## src/rtl/alu_pkg.sv

```systemverilog
package alu_pkg;

  typedef enum logic [1:0] {
    SEL_AND = 2'b00,
    SEL_OR  = 2'b01,
    SEL_SUM = 2'b10,
    SEL_LT  = 2'b11
  } sel_e;

  localparam logic [3:0] CODE_AND = 4'b0000;
  localparam logic [3:0] CODE_OR  = 4'b0001;
  localparam logic [3:0] CODE_ADD = 4'b0010;
  localparam logic [3:0] CODE_SUB = 4'b0110;
  localparam logic [3:0] CODE_SLT = 4'b0111;
  localparam logic [3:0] CODE_NOR = 4'b1100;

  function automatic logic code_defined(input logic [3:0] c);
    return (c == CODE_AND) || (c == CODE_OR) || (c == CODE_ADD) ||
           (c == CODE_SUB) || (c == CODE_SLT) || (c == CODE_NOR);
  endfunction

endpackage

```

## src/rtl/alu_operand_cond.sv

```systemverilog
module alu_operand_cond #(
  parameter int WIDTH = 32
) (
  input  logic [WIDTH-1:0] in_a,
  input  logic [WIDTH-1:0] in_b,
  input  logic             flip_a,
  input  logic             flip_b,
  output logic [WIDTH-1:0] out_a,
  output logic [WIDTH-1:0] out_b
);

  always_comb begin
    out_a = flip_a ? ~in_a : in_a;
    out_b = flip_b ? ~in_b : in_b;
  end

endmodule

```

## src/rtl/alu_ripple_adder.sv

```systemverilog
module alu_ripple_adder #(
  parameter int WIDTH = 32
) (
  input  logic [WIDTH-1:0] x,
  input  logic [WIDTH-1:0] y,
  input  logic             cin,
  output logic [WIDTH-1:0] sum,
  output logic             ovf
);

  logic [WIDTH:0] carry;

  assign carry[0] = cin;

  for (genvar i = 0; i < WIDTH; i++) begin : g_bit
    assign sum[i]     = x[i] ^ y[i] ^ carry[i];
    assign carry[i+1] = (x[i] & y[i]) | (carry[i] & (x[i] ^ y[i]));
  end

  // signed overflow: carry into the top bit differs from carry out of it
  assign ovf = carry[WIDTH] ^ carry[WIDTH-1];

endmodule

```

## src/rtl/alu_result_sel.sv

```systemverilog
module alu_result_sel
  import alu_pkg::*;
#(
  parameter int WIDTH = 32
) (
  input  logic [WIDTH-1:0] cond_a,
  input  logic [WIDTH-1:0] cond_b,
  input  logic [WIDTH-1:0] sum,
  input  logic             ovf,
  input  sel_e             sel,
  input  logic             defined,
  output logic [WIDTH-1:0] result
);

  logic less;

  // true sign of the difference is the raw sign corrected by overflow
  assign less = sum[WIDTH-1] ^ ovf;

  always_comb begin
    result = '0;
    if (defined) begin
      unique case (sel)
        SEL_AND: result = cond_a & cond_b;
        SEL_OR:  result = cond_a | cond_b;
        SEL_SUM: result = sum;
        SEL_LT:  result = {{(WIDTH-1){1'b0}}, less};
        default: result = '0;
      endcase
    end
  end

endmodule

```

## src/rtl/alu_zero_detect.sv

```systemverilog
module alu_zero_detect #(
  parameter int WIDTH = 32
) (
  input  logic [WIDTH-1:0] value,
  output logic             is_zero
);

  assign is_zero = ~|value;

endmodule

```

## src/rtl/alu_inv_core.sv

```systemverilog
module alu_inv_core
  import alu_pkg::*;
#(
  parameter int WIDTH = 32
) (
  input  logic [3:0]       op_code,
  input  logic [WIDTH-1:0] op_a,
  input  logic [WIDTH-1:0] op_b,
  output logic [WIDTH-1:0] result,
  output logic             zero
);

  logic [WIDTH-1:0] cond_a;
  logic [WIDTH-1:0] cond_b;
  logic [WIDTH-1:0] sum;
  logic             ovf;
  logic             defined;
  sel_e             sel;

  assign defined = code_defined(op_code);
  assign sel     = sel_e'(op_code[1:0]);

  alu_operand_cond #(.WIDTH(WIDTH)) i_cond (
    .in_a   (op_a),
    .in_b   (op_b),
    .flip_a (op_code[3]),
    .flip_b (op_code[2]),
    .out_a  (cond_a),
    .out_b  (cond_b)
  );

  // carry-in tied to the B inversion flag: subtract becomes A + ~B + 1
  alu_ripple_adder #(.WIDTH(WIDTH)) i_adder (
    .x   (cond_a),
    .y   (cond_b),
    .cin (op_code[2]),
    .sum (sum),
    .ovf (ovf)
  );

  alu_result_sel #(.WIDTH(WIDTH)) i_sel (
    .cond_a  (cond_a),
    .cond_b  (cond_b),
    .sum     (sum),
    .ovf     (ovf),
    .sel     (sel),
    .defined (defined),
    .result  (result)
  );

  alu_zero_detect #(.WIDTH(WIDTH)) i_zero (
    .value   (result),
    .is_zero (zero)
  );

  always_comb begin
    if (op_code == CODE_ADD)
      AST_ADD_WRAPS: assert (result == WIDTH'(op_a + op_b)) else $error("add mismatch");
    if (op_code == CODE_SUB)
      AST_SUB_DIFF: assert (result == WIDTH'(op_a - op_b)) else $error("sub mismatch");
    if (op_code == CODE_SLT)
      AST_SLT_UPPER_CLEAR: assert (result[WIDTH-1:1] == '0) else $error("slt upper bits");
    if (op_code == CODE_SLT)
      AST_SLT_SIGNED: assert (result[0] == ($signed(op_a) < $signed(op_b))) else $error("slt value");
    if (op_code == CODE_NOR)
      AST_NOR_PLANE: assert (result == ~(op_a | op_b)) else $error("nor mismatch");
    if (!defined)
      AST_UNDEF_CLEAR: assert (result == '0) else $error("undefined code nonzero");
    AST_ZERO_FLAG: assert (zero == (result == '0)) else $error("zero flag");
  end

endmodule

```

## config.mk

```make
export PLATFORM = sky130hd
export DESIGN_NAME = alu_inv_core
export DESIGN_NICKNAME = d
export VERILOG_FILES = /design/src/rtl/alu_pkg.sv /design/src/rtl/alu_operand_cond.sv /design/src/rtl/alu_ripple_adder.sv /design/src/rtl/alu_result_sel.sv /design/src/rtl/alu_zero_detect.sv /design/src/rtl/alu_inv_core.sv
export SDC_FILE = /design/constraint.sdc
export NUM_CORES = 1
export LEC_CHECK = 0
export BUFFER_PORTS_ARGS = -buffer_cell sky130_fd_sc_hd__buf_2
export CORE_MARGIN = 2
export CORE_UTILIZATION = 45
export DETAILED_ROUTE_END_ITERATION = 12
export PLACE_DENSITY = 0.72
export SYNTH_ARGS = -nofsm -noshare
export SYNTH_HDL_FRONTEND = slang
export SYNTH_SLANG_ARGS = --single-unit
```

## constraint.sdc

```tcl
create_clock -name vclk -period 80
set_input_delay 20 -clock vclk [all_inputs]
set_output_delay 20 -clock vclk [all_outputs]
set_load 0.02 [all_outputs]
```

Word level (Yosys, flattened, before mapping):

Index checks and enable logic that the tools add are counted.

* reductions and logical operators: 9
* bitwise gates (word level): 166
* equality and inequality tests: 8
* mux-type cells: 4

Operators with widths (number)
* one-hot mux 32 bit (4 select lines): 1
* two-way mux 32 bit: 3
* XOR 1 bit: 66
* AND 1 bit: 64
* NOT 32 bit: 2
* AND 32 bit: 1
* OR 1 bit: 32
* OR 32 bit: 1
* OR reduction 32 bit: 1
* equality test 4 x 3 -> 1 bit, second input constant: 2
* logical OR 1 bit: 5
* equality test 2 bit, second input constant: 2
* equality test 4 x 1 -> 1 bit, second input constant: 1
* equality test 4 x 2 -> 1 bit, second input constant: 1
* equality test 4 bit, second input constant: 1
* zero test 4 bit: 1
* equality test 2 x 1 -> 1 bit, second input constant: 1
* zero test 2 bit: 1
* zero test 1 bit: 1

* word-level logic and storage cells: 187
* register bits: 0
* input port bits: 68
* output and inout bits: 33

Depth between registers and ports, before layout:

* depth after elaboration: 73
* gate-level depth with buffers: 44
* depth with buffers taken out: 42

Modules after synthesis:

Synthesis repeated with hierarchy kept, for this count alone.

* cells, all modules: 209
* area total of the unflattened synthesis: 2289.7 um^2

By module, submodules not included
* alu_result_sel: cells an instance 84, sequential area each 0.0 um^2, instances 1, area each 804.5 um^2
* alu_operand_cond: cells an instance 72, sequential area each 0.0 um^2, instances 1, area each 703.2 um^2
* alu_ripple_adder: cells an instance 38, sequential area each 0.0 um^2, instances 1, area each 668.1 um^2
* alu_zero_detect: cells an instance 11, sequential area each 0.0 um^2, instances 1, area each 72.6 um^2
* alu_inv_core: cells an instance 4, sequential area each 0.0 um^2, instances 1, area each 41.3 um^2

Least setup slack after synthesis:

OpenSTA, ideal clock, no wires.

* path kind: in2out
* start point: input op_code[2]
* end point: output zero
* data required time: 60000 ps
* path buffers: 2
* stages on the path: 44
* data arrival time: 35215 ps
* path slack: 24785 ps
* path through: clkbuf_1 buf_1 nor2_1 a21oi_1 fa_1 fa_1 fa_1 inv_1 fa_1 fa_1 fa_1 fa_1 fa_1 fa_1 fa_1 fa_1 fa_1 fa_1 [... 8 more ...] fa_1 fa_1 fa_1 fa_1 fa_1 fa_1 fa_1 inv_1 fa_1 fa_1 inv_1 fa_1 nor2b_1 o31ai_1 nand4_1 nor4_1 a21oi_1 nor4_2

* word-level cells in the longest chain between the ends: 72
* elaborated cells between the ends (all ways): 180
* classes of those cells: 5 x eq/ne; 3 x mux; 164 x bitwise; 8 x reduce/logical

Ends and longest elaborated chain
* from (decl): RTL line alu_inv_core.sv:6 `input logic [3:0] op_code,`
* two-way mux 32 bit: RTL line alu_operand_cond.sv:14 `out_b = flip_b ? ~in_b : in_b;`
* XOR 1 bit: RTL line alu_ripple_adder.sv:16, alu_ripple_adder.sv:17
* AND 1 bit: RTL line alu_ripple_adder.sv:17 `assign carry[i+1] = (x[i] & y[i]) | (carry[i] & (x[i] ^ y[i]));`
* OR 1 bit: RTL line alu_ripple_adder.sv:17
* AND 1 bit: RTL line alu_ripple_adder.sv:17
* OR 1 bit: RTL line alu_ripple_adder.sv:17
* AND 1 bit: RTL line alu_ripple_adder.sv:17
* OR 1 bit: RTL line alu_ripple_adder.sv:17
* [... 56 more ...]
* AND 1 bit: RTL line alu_ripple_adder.sv:17
* OR 1 bit: RTL line alu_ripple_adder.sv:17
* XOR 1 bit: RTL line alu_ripple_adder.sv:21 `assign ovf = carry[WIDTH] ^ carry[WIDTH-1];`
* XOR 1 bit: RTL line alu_result_sel.sv:18 `assign less = sum[WIDTH-1] ^ ovf;`
* one-hot mux 32 bit (4 select lines): RTL line alu_result_sel.sv:23 `unique case (sel)`
* two-way mux 32 bit (*): RTL line alu_result_sel.sv:22 `if (defined) begin`
* OR reduction 32 bit (*): RTL line alu_zero_detect.sv:8 `assign is_zero = ~|value;`
* zero test 1 bit (*): RTL line alu_zero_detect.sv:8
* to (decl): RTL line alu_inv_core.sv:10 `output logic zero`

Mark *: on every way between the ends. The rest lies on a longest branch, timed or not.

Final worst setup path:

* start point: input op_code[3]
* end point: output zero

* word-level cells in the longest chain between the ends: 72
* elaborated cells between the ends (all ways): 180
* classes of those cells: 5 x eq/ne; 3 x mux; 164 x bitwise; 8 x reduce/logical

Ends and longest elaborated chain
* two-way mux 32 bit: RTL line alu_operand_cond.sv:13 `out_a = flip_a ? ~in_a : in_a;`
* XOR 1 bit: RTL line alu_ripple_adder.sv:16, alu_ripple_adder.sv:17
* AND 1 bit: RTL line alu_ripple_adder.sv:17
* OR 1 bit: RTL line alu_ripple_adder.sv:17
* AND 1 bit: RTL line alu_ripple_adder.sv:17
* OR 1 bit: RTL line alu_ripple_adder.sv:17
* AND 1 bit: RTL line alu_ripple_adder.sv:17
* OR 1 bit: RTL line alu_ripple_adder.sv:17
* [... 56 more ...]
* AND 1 bit: RTL line alu_ripple_adder.sv:17
* OR 1 bit: RTL line alu_ripple_adder.sv:17
* XOR 1 bit: RTL line alu_ripple_adder.sv:21
* XOR 1 bit: RTL line alu_result_sel.sv:18
* one-hot mux 32 bit (4 select lines): RTL line alu_result_sel.sv:23
* two-way mux 32 bit (*): RTL line alu_result_sel.sv:22
* OR reduction 32 bit (*): RTL line alu_zero_detect.sv:8
* zero test 1 bit (*): RTL line alu_zero_detect.sv:8

Marks and branches as above.

==> metrics.csv <==
stage,metric,value,unit
place,placed_cells,594,
die,die_height,90.5,um
die,coreArea,0.00725,sq mm
sta,total_neg_setup_slack,0,ns
layout,nFlopsAndLatches,0,
place,routabilityCongestion,0.823,
routing,drtAntennaViolNets,0,
sta,timing.max_slew.rel_slack,38.6,%
clock_network,post_cts_resize_count,0,
worst_setup_path,crit_path_start_kind,primary input,
layout,final_core_util,53.8,%
sta,setup_viol_count_final,0,
die,floorplan.initialDensity,46.4,%
min_path,hold-path-cell-count,6,
place,dpl_cell_area,0.00390,sq mm
synth,mapped_cell_area,0.00336,sq mm
routing,met3_wirelength,349,um
layout,area.growth.synth_to_final,16.0,%
clock_network,hold_buffers,0,
sta,whs,40.71,ns
power,p_leak,2.18,nW
layout,drive_above_1_share,21.8,%
synth,postSynthCellCount,416,
sta,timing_worst_slew_pin_value,0.921,ns
routing,met2WireLength,3.78,mm
power,ir_worst_vdd,0.00000378,V
sta,final-max-slew-violation-count,0,
worst_setup_path,critical_path_required,60.00,ns
worst_setup_path,critical_path.endpoint_type,output pin,
routing,wirelength,7.72,mm
worst_setup_path,max_stage_delay,0.53,ns
sta,fin_ws,24.25,ns
run_status,run_status,completed,
die,design.portCount,101,
synth,yosysWarnings,0,
worst_setup_path,highest_fanout_seen_on_the_critical_path,34,
routing,wl_per_cell,13.0,um
global_route,wire_length_of_the_first_global_routing_pass,12.7,mm
layout,seqCellArea,0,sq um
routing,avgViaCountPerCell,4.79,
sta,report.final.hold_viol_count,0,
layout,final-instance-count-excl-fill,594,
die,placement_rows,31,
die,dieWidth,90.5,um
worst_setup_path,cp.arrival,35.75,ns
sta,post-route-period-util,69.7,%
min_path,hold_class,primary input to output pin,
layout,final.fill_count,719,
routing,via_count,2844,
global_route,vias_in_the_first_global_route,2826,
place,detailedPlacementHpwl,6.09,mm
power,report.power.total,0.0329,mW
global_route,grt_max_degree,78,
synth,synth_sequential_area_ratio,0,%
sta,rsz0062_at_grt,no,
routing,routed.top_layer,met4,
layout,multiInputGateArea,0.00296,sq mm
layout,nClkBuffers,0,
routing,met1_length,3.56,mm
layout,design_area,0.00390,sq mm
sta,max_clock_freq,17.9,MHz
worst_setup_path,timing.critical_path.mode_cell,sky130_fd_sc_hd__fa_1,
global_route,globalRouteTotalUtil,18.2,%
place,dpl_worst_slack,24.13,ns
clock_network,cts.repair_timing.setup_buffer_count,0,
synth,syn_area_per_cell,8.08,sq um
layout,num_antenna_cells,0,
global_route,global_route.overflow_total,0,
routing,drc_errors,0,
global_route,antenna_violations_before_repair,0,
synth,synthDistinctLibCells,27,
sta,post-route-min-period,55.75,ns
synth,synthesis.nets,579,
place,numPortBuffers,101,
layout,nets,660,
flow_run,cap_violations,0,
routing,drtPass1Iterations,4,
power,power.density,8.43,mW/mm^2
worst_setup_path,timing.critical_path.slowest_stage_cell,sky130_fd_sc_hd__fa_1,
routing,dr.first_iter.drc_count,104,
die,die_area,0.00818,sq mm
worst_setup_path,timing.setup.critical_path_class,primary input to output pin,
-- synth_stat cells --
master | number | area [sq um]
sky130_fd_sc_hd__xnor2_1 | 5 | 43.8
sky130_fd_sc_hd__nor4_2 | 1 | 12.5
sky130_fd_sc_hd__ha_1 | 64 | 801
sky130_fd_sc_hd__nor2_1 | 36 | 135
sky130_fd_sc_hd__mux2i_1 | 12 | 120
sky130_fd_sc_hd__o22a_1 | 12 | 105
sky130_fd_sc_hd__o21ai_0 | 17 | 85.1
sky130_fd_sc_hd__a41oi_1 | 1 | 8.76
sky130_fd_sc_hd__a21oi_2 | 1 | 8.76
sky130_fd_sc_hd__nand2_1 | 1 | 3.75
sky130_fd_sc_hd__buf_2 | 11 | 55.1
sky130_fd_sc_hd__nor2b_1 | 38 | 238
sky130_fd_sc_hd__a211oi_1 | 2 | 15.0
sky130_fd_sc_hd__a31oi_1 | 1 | 6.26
sky130_fd_sc_hd__nor4_1 | 1 | 6.26
sky130_fd_sc_hd__o31ai_1 | 19 | 143
sky130_fd_sc_hd__o21ai_1 | 3 | 15.0
sky130_fd_sc_hd__xor2_1 | 60 | 526
sky130_fd_sc_hd__nand4_1 | 6 | 37.5
sky130_fd_sc_hd__mux2_2 | 1 | 11.3
sky130_fd_sc_hd__nand2b_1 | 1 | 6.26
sky130_fd_sc_hd__buf_4 | 3 | 22.5
sky130_fd_sc_hd__fa_1 | 31 | 621
sky130_fd_sc_hd__a21oi_1 | 3 | 15.0
sky130_fd_sc_hd__clkbuf_1 | 10 | 37.5
sky130_fd_sc_hd__inv_1 | 74 | 278
sky130_fd_sc_hd__buf_1 | 2 | 7.51
-- worst paths after layout --
| path | startpoint | endpoint | slack (ns) |
|---|---|---|---|
| worst max-delay path | op_code[3] | zero | 24.25 |
| worst min-delay path | op_a[3] | result[3] | 40.71 |
-- layout by cell type, fill, tap and decap left out --
cell,count
sky130_fd_sc_hd__buf_4,4
sky130_fd_sc_hd__a211oi_1,2
sky130_fd_sc_hd__mux2_2,1
sky130_fd_sc_hd__o21ai_0,17
sky130_fd_sc_hd__nor4_2,1
sky130_fd_sc_hd__o21ai_1,3
sky130_fd_sc_hd__a21oi_1,3
sky130_fd_sc_hd__nor2b_1,38
sky130_fd_sc_hd__a41oi_1,1
sky130_fd_sc_hd__nand2_1,1
sky130_fd_sc_hd__xnor2_1,5
sky130_fd_sc_hd__inv_1,74
sky130_fd_sc_hd__o31ai_1,19
sky130_fd_sc_hd__a31oi_1,1
sky130_fd_sc_hd__nand4_1,6
sky130_fd_sc_hd__ha_1,64
sky130_fd_sc_hd__o22a_1,12
sky130_fd_sc_hd__xor2_1,60
sky130_fd_sc_hd__mux2i_1,12
sky130_fd_sc_hd__buf_2,101
sky130_fd_sc_hd__nor2_1,36
sky130_fd_sc_hd__nand2b_1,1
sky130_fd_sc_hd__nor4_1,1
sky130_fd_sc_hd__a21oi_2,1
sky130_fd_sc_hd__fa_1,31
-- power breakdown --
part	total (mW)	leakage [nW]	switching [mW]	internal [mW]
clock network	0	0	0	0
registers	0	0	0	0
logic	0.0329	2.18	0.0195	0.0134
-- metal layers --
layer  vias to the layer above  GRT usage (%)
li1                       1437              -
met5                         -              0
met3                         2           1.17
met1                      1327           24.3
met4                         0          0.769
met2                        78           33.7
-- area by class of cell --
type               count  area share, %
inverters             74           7.12
multi-input cells    316           76.0
well taps             99           3.18
repair buffers       105           13.7
-- logic make-up after synthesis --
group | count (synthesis) | share of synthesized area, %
xor gates and xnor gates | 65 | 16.9
adders and majority gates | 95 | 42.3
AOI/OAI and AO/OA | 59 | 11.9
muxes | 13 | 3.91
buffers and inverters | 100 | 11.9
and+or+nand+nor | 84 | 13.1
-- worst max-delay path, delay by kind of cell --
family / cells / cell delay, ns
compound gates: 3 / 0.70
buf+inv: 6 / 0.95
fa+ha+maj: 31 / 13.17
simple gates: 4 / 0.69
xor+xnor: 1 / 0.21
Note: power is estimated with default switching activity, not from simulation.
